## src/rtl/shram_arb_pkg.sv

```systemverilog
package shram_arb_pkg;
  typedef enum logic [2:0] {
    ST_IDLE,
    ST_SYNC,
    ST_REQ_BUS,
    ST_WAIT_E_FALL,
    ST_ADDR_EN,
    ST_MEM_ACCESS,
    ST_READY,
    ST_RELEASE
  } arb_state_e;
endpackage

```

## src/rtl/shram_sync.sv

```systemverilog
module shram_sync #(
  parameter int STAGES = 2
) (
  input  logic clk_i,
  input  logic rst_ni,
  input  logic d_i,
  output logic q_o
);
  logic [STAGES-1:0] chain_q;

  always_ff @(posedge clk_i or negedge rst_ni) begin
    if (!rst_ni) chain_q <= '0;
    else         chain_q <= {chain_q[STAGES-2:0], d_i};
  end

  assign q_o = chain_q[STAGES-1];
endmodule

```

## src/rtl/shram_fall_det.sv

```systemverilog
module shram_fall_det #(
  parameter int STAGES = 2
) (
  input  logic clk_i,
  input  logic rst_ni,
  input  logic lvl_i,
  output logic fall_o
);
  logic lvl_s, lvl_prev_q;

  shram_sync #(.STAGES(STAGES)) u_sync (
    .clk_i (clk_i),
    .rst_ni(rst_ni),
    .d_i   (lvl_i),
    .q_o   (lvl_s)
  );

  always_ff @(posedge clk_i or negedge rst_ni) begin
    if (!rst_ni) lvl_prev_q <= 1'b0;
    else         lvl_prev_q <= lvl_s;
  end

  assign fall_o = lvl_prev_q & ~lvl_s;
endmodule

```

## src/rtl/shram_seq_fsm.sv

```systemverilog
module shram_seq_fsm
  import shram_arb_pkg::*;
#(
  parameter int SYNC_LAT = 2,
  parameter int ACC_CYC  = 3
) (
  input  logic clk_i,
  input  logic rst_ni,
  input  logic req_i,
  input  logic rd_i,
  input  logic e_fall_i,
  output logic tsc_o,
  output logic abuf_en_o,
  output logic ce_o,
  output logic oe_o,
  output logic we_o,
  output logic rd_oe_o,
  output logic rd_clk_o,
  output logic wr_oe_o,
  output logic ready_o
);
  localparam int CNT_MAX = (SYNC_LAT > ACC_CYC) ? SYNC_LAT : ACC_CYC;
  localparam int CW      = $clog2(CNT_MAX + 1);
  localparam logic [CW-1:0] LAT_END = CW'(SYNC_LAT - 1);
  localparam logic [CW-1:0] ACC_END = CW'(ACC_CYC - 1);

  arb_state_e state_q, state_d;
  logic [CW-1:0] cnt_q, cnt_d;
  logic rd_q, rd_d;

  always_comb begin
    state_d = state_q;
    cnt_d   = '0;
    rd_d    = rd_q;
    unique case (state_q)
      ST_IDLE:        if (req_i) state_d = ST_SYNC;
      ST_SYNC: begin
        // a strobe seen for one edge only falls back here
        if (req_i) begin
          state_d = ST_REQ_BUS;
          rd_d    = rd_i;
        end else state_d = ST_IDLE;
      end
      ST_REQ_BUS: begin
        // let falls already in the E synchronizer drain
        if (cnt_q == LAT_END) state_d = ST_WAIT_E_FALL;
        else cnt_d = cnt_q + 1'b1;
      end
      ST_WAIT_E_FALL: if (e_fall_i) state_d = ST_ADDR_EN;
      ST_ADDR_EN:     state_d = ST_MEM_ACCESS;
      ST_MEM_ACCESS: begin
        if (cnt_q == ACC_END) state_d = ST_READY;
        else cnt_d = cnt_q + 1'b1;
      end
      ST_READY:       if (!req_i) state_d = ST_RELEASE;
      ST_RELEASE:     state_d = ST_IDLE;
      default:        state_d = ST_IDLE;
    endcase
  end

  always_ff @(posedge clk_i or negedge rst_ni) begin
    if (!rst_ni) begin
      state_q <= ST_IDLE;
      cnt_q   <= '0;
      rd_q    <= 1'b0;
    end else begin
      state_q <= state_d;
      cnt_q   <= cnt_d;
      rd_q    <= rd_d;
    end
  end

  logic in_mem, last_mem;
  assign in_mem   = (state_q == ST_MEM_ACCESS);
  assign last_mem = in_mem && (cnt_q == ACC_END);

  assign tsc_o     = state_q inside {ST_REQ_BUS, ST_WAIT_E_FALL, ST_ADDR_EN,
                                     ST_MEM_ACCESS, ST_READY};
  assign abuf_en_o = state_q inside {ST_ADDR_EN, ST_MEM_ACCESS, ST_READY};
  assign ce_o      = in_mem;
  assign oe_o      = in_mem && rd_q;
  assign we_o      = in_mem && !rd_q && !last_mem;
  assign rd_oe_o   = rd_q && (in_mem || state_q == ST_READY);
  assign rd_clk_o  = last_mem && rd_q;
  assign wr_oe_o   = in_mem && !rd_q;
  assign ready_o   = (state_q == ST_READY);
endmodule

```

## src/rtl/shram_isa_arbiter.sv

```systemverilog
module shram_isa_arbiter #(
  parameter int          ISA_AW   = 20,
  parameter int          SRAM_AW  = 15,
  parameter logic [19:0] WIN_BASE = 20'hD0000,
  parameter int          STAGES   = 2,
  parameter int          ACC_CYC  = 3
) (
  input  logic              clk_i,
  input  logic              rst_ni,
  input  logic [ISA_AW-1:0] isa_addr_i,
  input  logic              memr_ni,
  input  logic              memw_ni,
  input  logic              e_clk_i,
  output logic              iochrdy_o,
  output logic              cpu_tsc_o,
  output logic              isa_abuf_en_o,
  output logic              sram_ce_no,
  output logic              sram_oe_no,
  output logic              sram_we_no,
  output logic              rd_buf_oe_no,
  output logic              rd_buf_clk_o,
  output logic              wr_buf_oe_no
);
  localparam int WIN_W = ISA_AW - SRAM_AW;
  localparam logic [WIN_W-1:0] WIN_TAG = WIN_BASE[ISA_AW-1:SRAM_AW];

  logic in_win, acc_valid, req_s, e_fall;
  logic ce, oe, we, rd_oe, wr_oe, ready;

  assign in_win    = (isa_addr_i[ISA_AW-1:SRAM_AW] == WIN_TAG);
  assign acc_valid = in_win && (!memr_ni || !memw_ni);

  shram_sync #(.STAGES(STAGES)) u_req_sync (
    .clk_i (clk_i),
    .rst_ni(rst_ni),
    .d_i   (acc_valid),
    .q_o   (req_s)
  );

  shram_fall_det #(.STAGES(STAGES)) u_e_fall (
    .clk_i (clk_i),
    .rst_ni(rst_ni),
    .lvl_i (e_clk_i),
    .fall_o(e_fall)
  );

  shram_seq_fsm #(.SYNC_LAT(STAGES), .ACC_CYC(ACC_CYC)) u_fsm (
    .clk_i    (clk_i),
    .rst_ni   (rst_ni),
    .req_i    (req_s),
    .rd_i     (!memr_ni),
    .e_fall_i (e_fall),
    .tsc_o    (cpu_tsc_o),
    .abuf_en_o(isa_abuf_en_o),
    .ce_o     (ce),
    .oe_o     (oe),
    .we_o     (we),
    .rd_oe_o  (rd_oe),
    .rd_clk_o (rd_buf_clk_o),
    .wr_oe_o  (wr_oe),
    .ready_o  (ready)
  );

  // stall is combinational on the strobe; release only from the ready state
  assign iochrdy_o    = !acc_valid || ready;
  assign sram_ce_no   = !ce;
  assign sram_oe_no   = !oe;
  assign sram_we_no   = !we;
  assign rd_buf_oe_no = !rd_oe;
  assign wr_buf_oe_no = !wr_oe;
endmodule

```

## config.mk

```make
export PLATFORM = sky130hd
export DESIGN_NAME = shram_isa_arbiter
export DESIGN_NICKNAME = d
export VERILOG_FILES = /design/src/rtl/shram_arb_pkg.sv /design/src/rtl/shram_sync.sv /design/src/rtl/shram_fall_det.sv /design/src/rtl/shram_seq_fsm.sv /design/src/rtl/shram_isa_arbiter.sv
export SDC_FILE = /design/constraint.sdc
export NUM_CORES = 1
export LEC_CHECK = 0
export CAP_MARGIN = 10
export CELL_PAD_IN_SITES_DETAIL_PLACEMENT = 0
export CELL_PAD_IN_SITES_GLOBAL_PLACEMENT = 2
export CORE_MARGIN = 4
export CORE_UTILIZATION = 21
export DETAILED_ROUTE_END_ITERATION = 8
export PLACE_DENSITY_LB_ADDON = 0.05
export SKIP_CTS_REPAIR_TIMING = 1
export SLEW_MARGIN = 20
export SYNTH_ARGS = -nofsm -noshare
export SYNTH_HDL_FRONTEND = slang
export SYNTH_SLANG_ARGS = --single-unit
```

## constraint.sdc

```tcl
create_clock -name clk_i -period 1.96 [get_ports clk_i]
set_input_delay 0.196 -clock clk_i [delete_from_list [all_inputs] [get_ports clk_i]]
set_output_delay 0.196 -clock clk_i [all_outputs]
set_load 0.01 [all_outputs]
```

==> run summary <==
H-Tree Level Count: 1
WL met3: 48 um
Max Buffers Root-to-Sink: 2
Post-synth top area cell: dfrtp_1
Combinational power share: 38.1%
Die ar.: 4070 um2
Clock root buffer master: clkbuf_4
Top cell type's share of synthesized area: 42.1%
Core area: 2850 um2
Unique masters post-synth: 32
Routed wl met2: 717 um
Critical path startpoint category: flop
Final Hold Fails: 0
Grt ovf: 0
Ranking of synthesized cells by area: dfrtp_1, ha_1, nand2b_1, nand2_1, nor2_1
Initial Util: 22.9%
Synth Instances: 67
Critical path fanouts, max: 11
Largest stage delay, worst path: 530 ps
Via count: 560
Skew-Pair Late Insertion Delay: 260 ps
Main flop type after synthesis: dfrtp_1
Crit-path cells: ha_1 > nand2_1 > clkdlybuf4s50_1
Fmax: 0.540 GHz
Slew headroom: 66.1%
Yosys reg bits: 11
Total GRT Usage: 8.50%
Critical Path Sink Type: primary output
Ratio of final minimum period to clock period: 94.4%
Drt initial violations: 13
Avg Vias per Cell: 4.59
Area Growth Syn to Fin: 41.4%
CTS Buf Count: 3
Clk sinks: 11
Post-synth EDFFs: 0
CP max-delay cell: clkdlybuf4s50_1
Slew Limit Fails: 0
Vias in the first global route: 530
PortBufs: 18
I/O pin total: 34
WS Path Type: flop to primary output
P_sw: 228 uW
CP arrival: 1660 ps
DRT antenna net count: 0
Shortest period the worst path allows: 1850 ps
Syn Area/Cell: 9.75 um2
HP Class: input pin to asynchronous set/reset pin
Top Metal Used: met4
RSZ-0062 raised after global routing: true
Row count: 19
CTS clk-pin slew, worst paths: 70 ps
# fillers: 315
Syn Nets: 95
Sequential Area: 277 um2
First drt pass iteration count: 4
Nets: 120
Routed Wire Length: 1.55 mm
RePlAce Congestion: 0.674
Antenna diode count: 0
Mapped Area: 653 um2
First-pass GRT wire length: 2.63 mm
Worst vdd ir: 258 uV
Multi-input gate area: 350 um2
Switch share: 32.8%
Post-synthesis sequential area ratio: 42.1%
Share of cells above drive strength 1: 14.3%
Post-route DRC: 0
Die Wd: 63.8 um
Dpl hpwl: 1.27 mm
Chip height: 63.8 um
Worst-margin pin slew: 507 ps
Worst EP required: 1760 ps
Outcome: finished clean
M1 WL: 761 um
Fraction of registers with async set/reset: 100%
Reg power frac: 40.0%
Setup violators final: 0
Clock power share: 21.9%
Clock Skew: 1.39 ps
DR WL/cell: 12.7 um
CTS tree: done
Initial antenna violation count: 0
Cell internal pwr: 466 uW
Max_cap viols: 0
LEAKAGE: 0.434 nW
Largest net degree at the start of global routing: 12
Worst hold slack: 268 ps
Reg2Reg Depth: 5
Most common cell after layout, fill and taps aside: clkdlybuf4s50_1
Most frequent cells in the layout: clkdlybuf4s50_1, dfrtp_1, nor2_1
Total number of yosys warnings: 0
Fin Setup TNS: 0 ps
Pwr dens: 751 nW/um2
## worst max-delay path: cells and delay by family, from the launching register on
kind | cells | cell delay [ps]
fa+ha+maj | 1 | 300
flops | 1 | 500
buf+inv | 1 | 530
simple gates | 1 | 60
## final timing paths
| path | start | end | slack (ps) |
|---|---|---|---|
| worst max-delay path | u_fsm.state_q[2] | cpu_tsc_o | 110 |
| worst min-delay path | rst_ni | u_fsm.state_q[0] | 270 |
| worst max register to register | u_fsm.state_q[2] | u_fsm.state_q[1] | 470 |
| worst min register to register | u_req_sync.chain_q[0] | u_req_sync.chain_q[1] | 350 |
| max in group asynchronous | rst_ni | u_fsm.state_q[2] | 1330 |
| min in group clk_i | u_req_sync.chain_q[0] | u_req_sync.chain_q[1] | 350 |
## kinds of logic (layout without fill, tap and decap cells)
kind of cell    count (synthesis)  in the layout  share of synthesized area [%]
fa+ha+maj                       3              3                           5.75
buf+inv                         6             30                           5.36
flops                          11             11                           42.1
mux                             2              2                           3.07
compound gates                 14             14                           17.4
simple gates                   30             30                           24.9
xor+xnor                        1              1                           1.34
## synth_stat cells (all sizes together) (2+ instances only)
| cell | number |
|---|---|
| and3 | 2 |
| buf | 3 |
| dfrtp | 11 |
| ha | 3 |
| inv | 3 |
| mux2i | 2 |
| nand2 | 6 |
| nand2b | 5 |
| nand4 | 3 |
| nor2 | 7 |
| o211a | 2 |
| o21ai | 3 |
| o221ai | 2 |
| or2b | 2 |
## power by group through the flow
stage                     clock network [mW]  registers [mW]  logic, mW
final                                  0.152           0.277      0.264
after floorplan                            0           0.275      0.188
after global routing                   0.178           0.281      0.294
after detailed placement                   0           0.280      0.266
after CTS                              0.165           0.276      0.267
after global placement                     0           0.281      0.272
## registers in the layout, summed over array words and instances (netlist names)
register                 flops
u_fsm.rd_q                   1
u_fsm.state_q                3
u_fsm.cnt_q                  2
u_e_fall.lvl_prev_q          1
u_e_fall.u_sync.chain_q      2
u_req_sync.chain_q           2
## cell type report
type | count | area share (%)
clock buffers | 4 | 2.85
multi-input cells | 50 | 37.9
flip-flops and latches | 11 | 29.9
well taps | 31 | 4.20
repair buffers | 23 | 23.8
inverters | 3 | 1.22
## layer usage
layer / vias up / GRT usage [%]
li1: 290 / -
met1: 260 / 10.6
met2: 8 / 12.6
met3: 2 / 2.45
met4: 0 / 5.66
met5: - / 0
## per-stage QoR
stage	cell area [um2]	setup WS, ps	utilization, %	std cells	power, mW
floorplan	653	433	-	67	0.463
global placement	886	73.2	31.1	118	0.553
detailed placement	886	131	31.1	118	0.546
CTS	912	-40.0	32.0	122	0.708
global route	923	-12.0	32.4	122	0.753
finish	923	109	32.4	122	0.694
(Power assumes the default switching activity.)
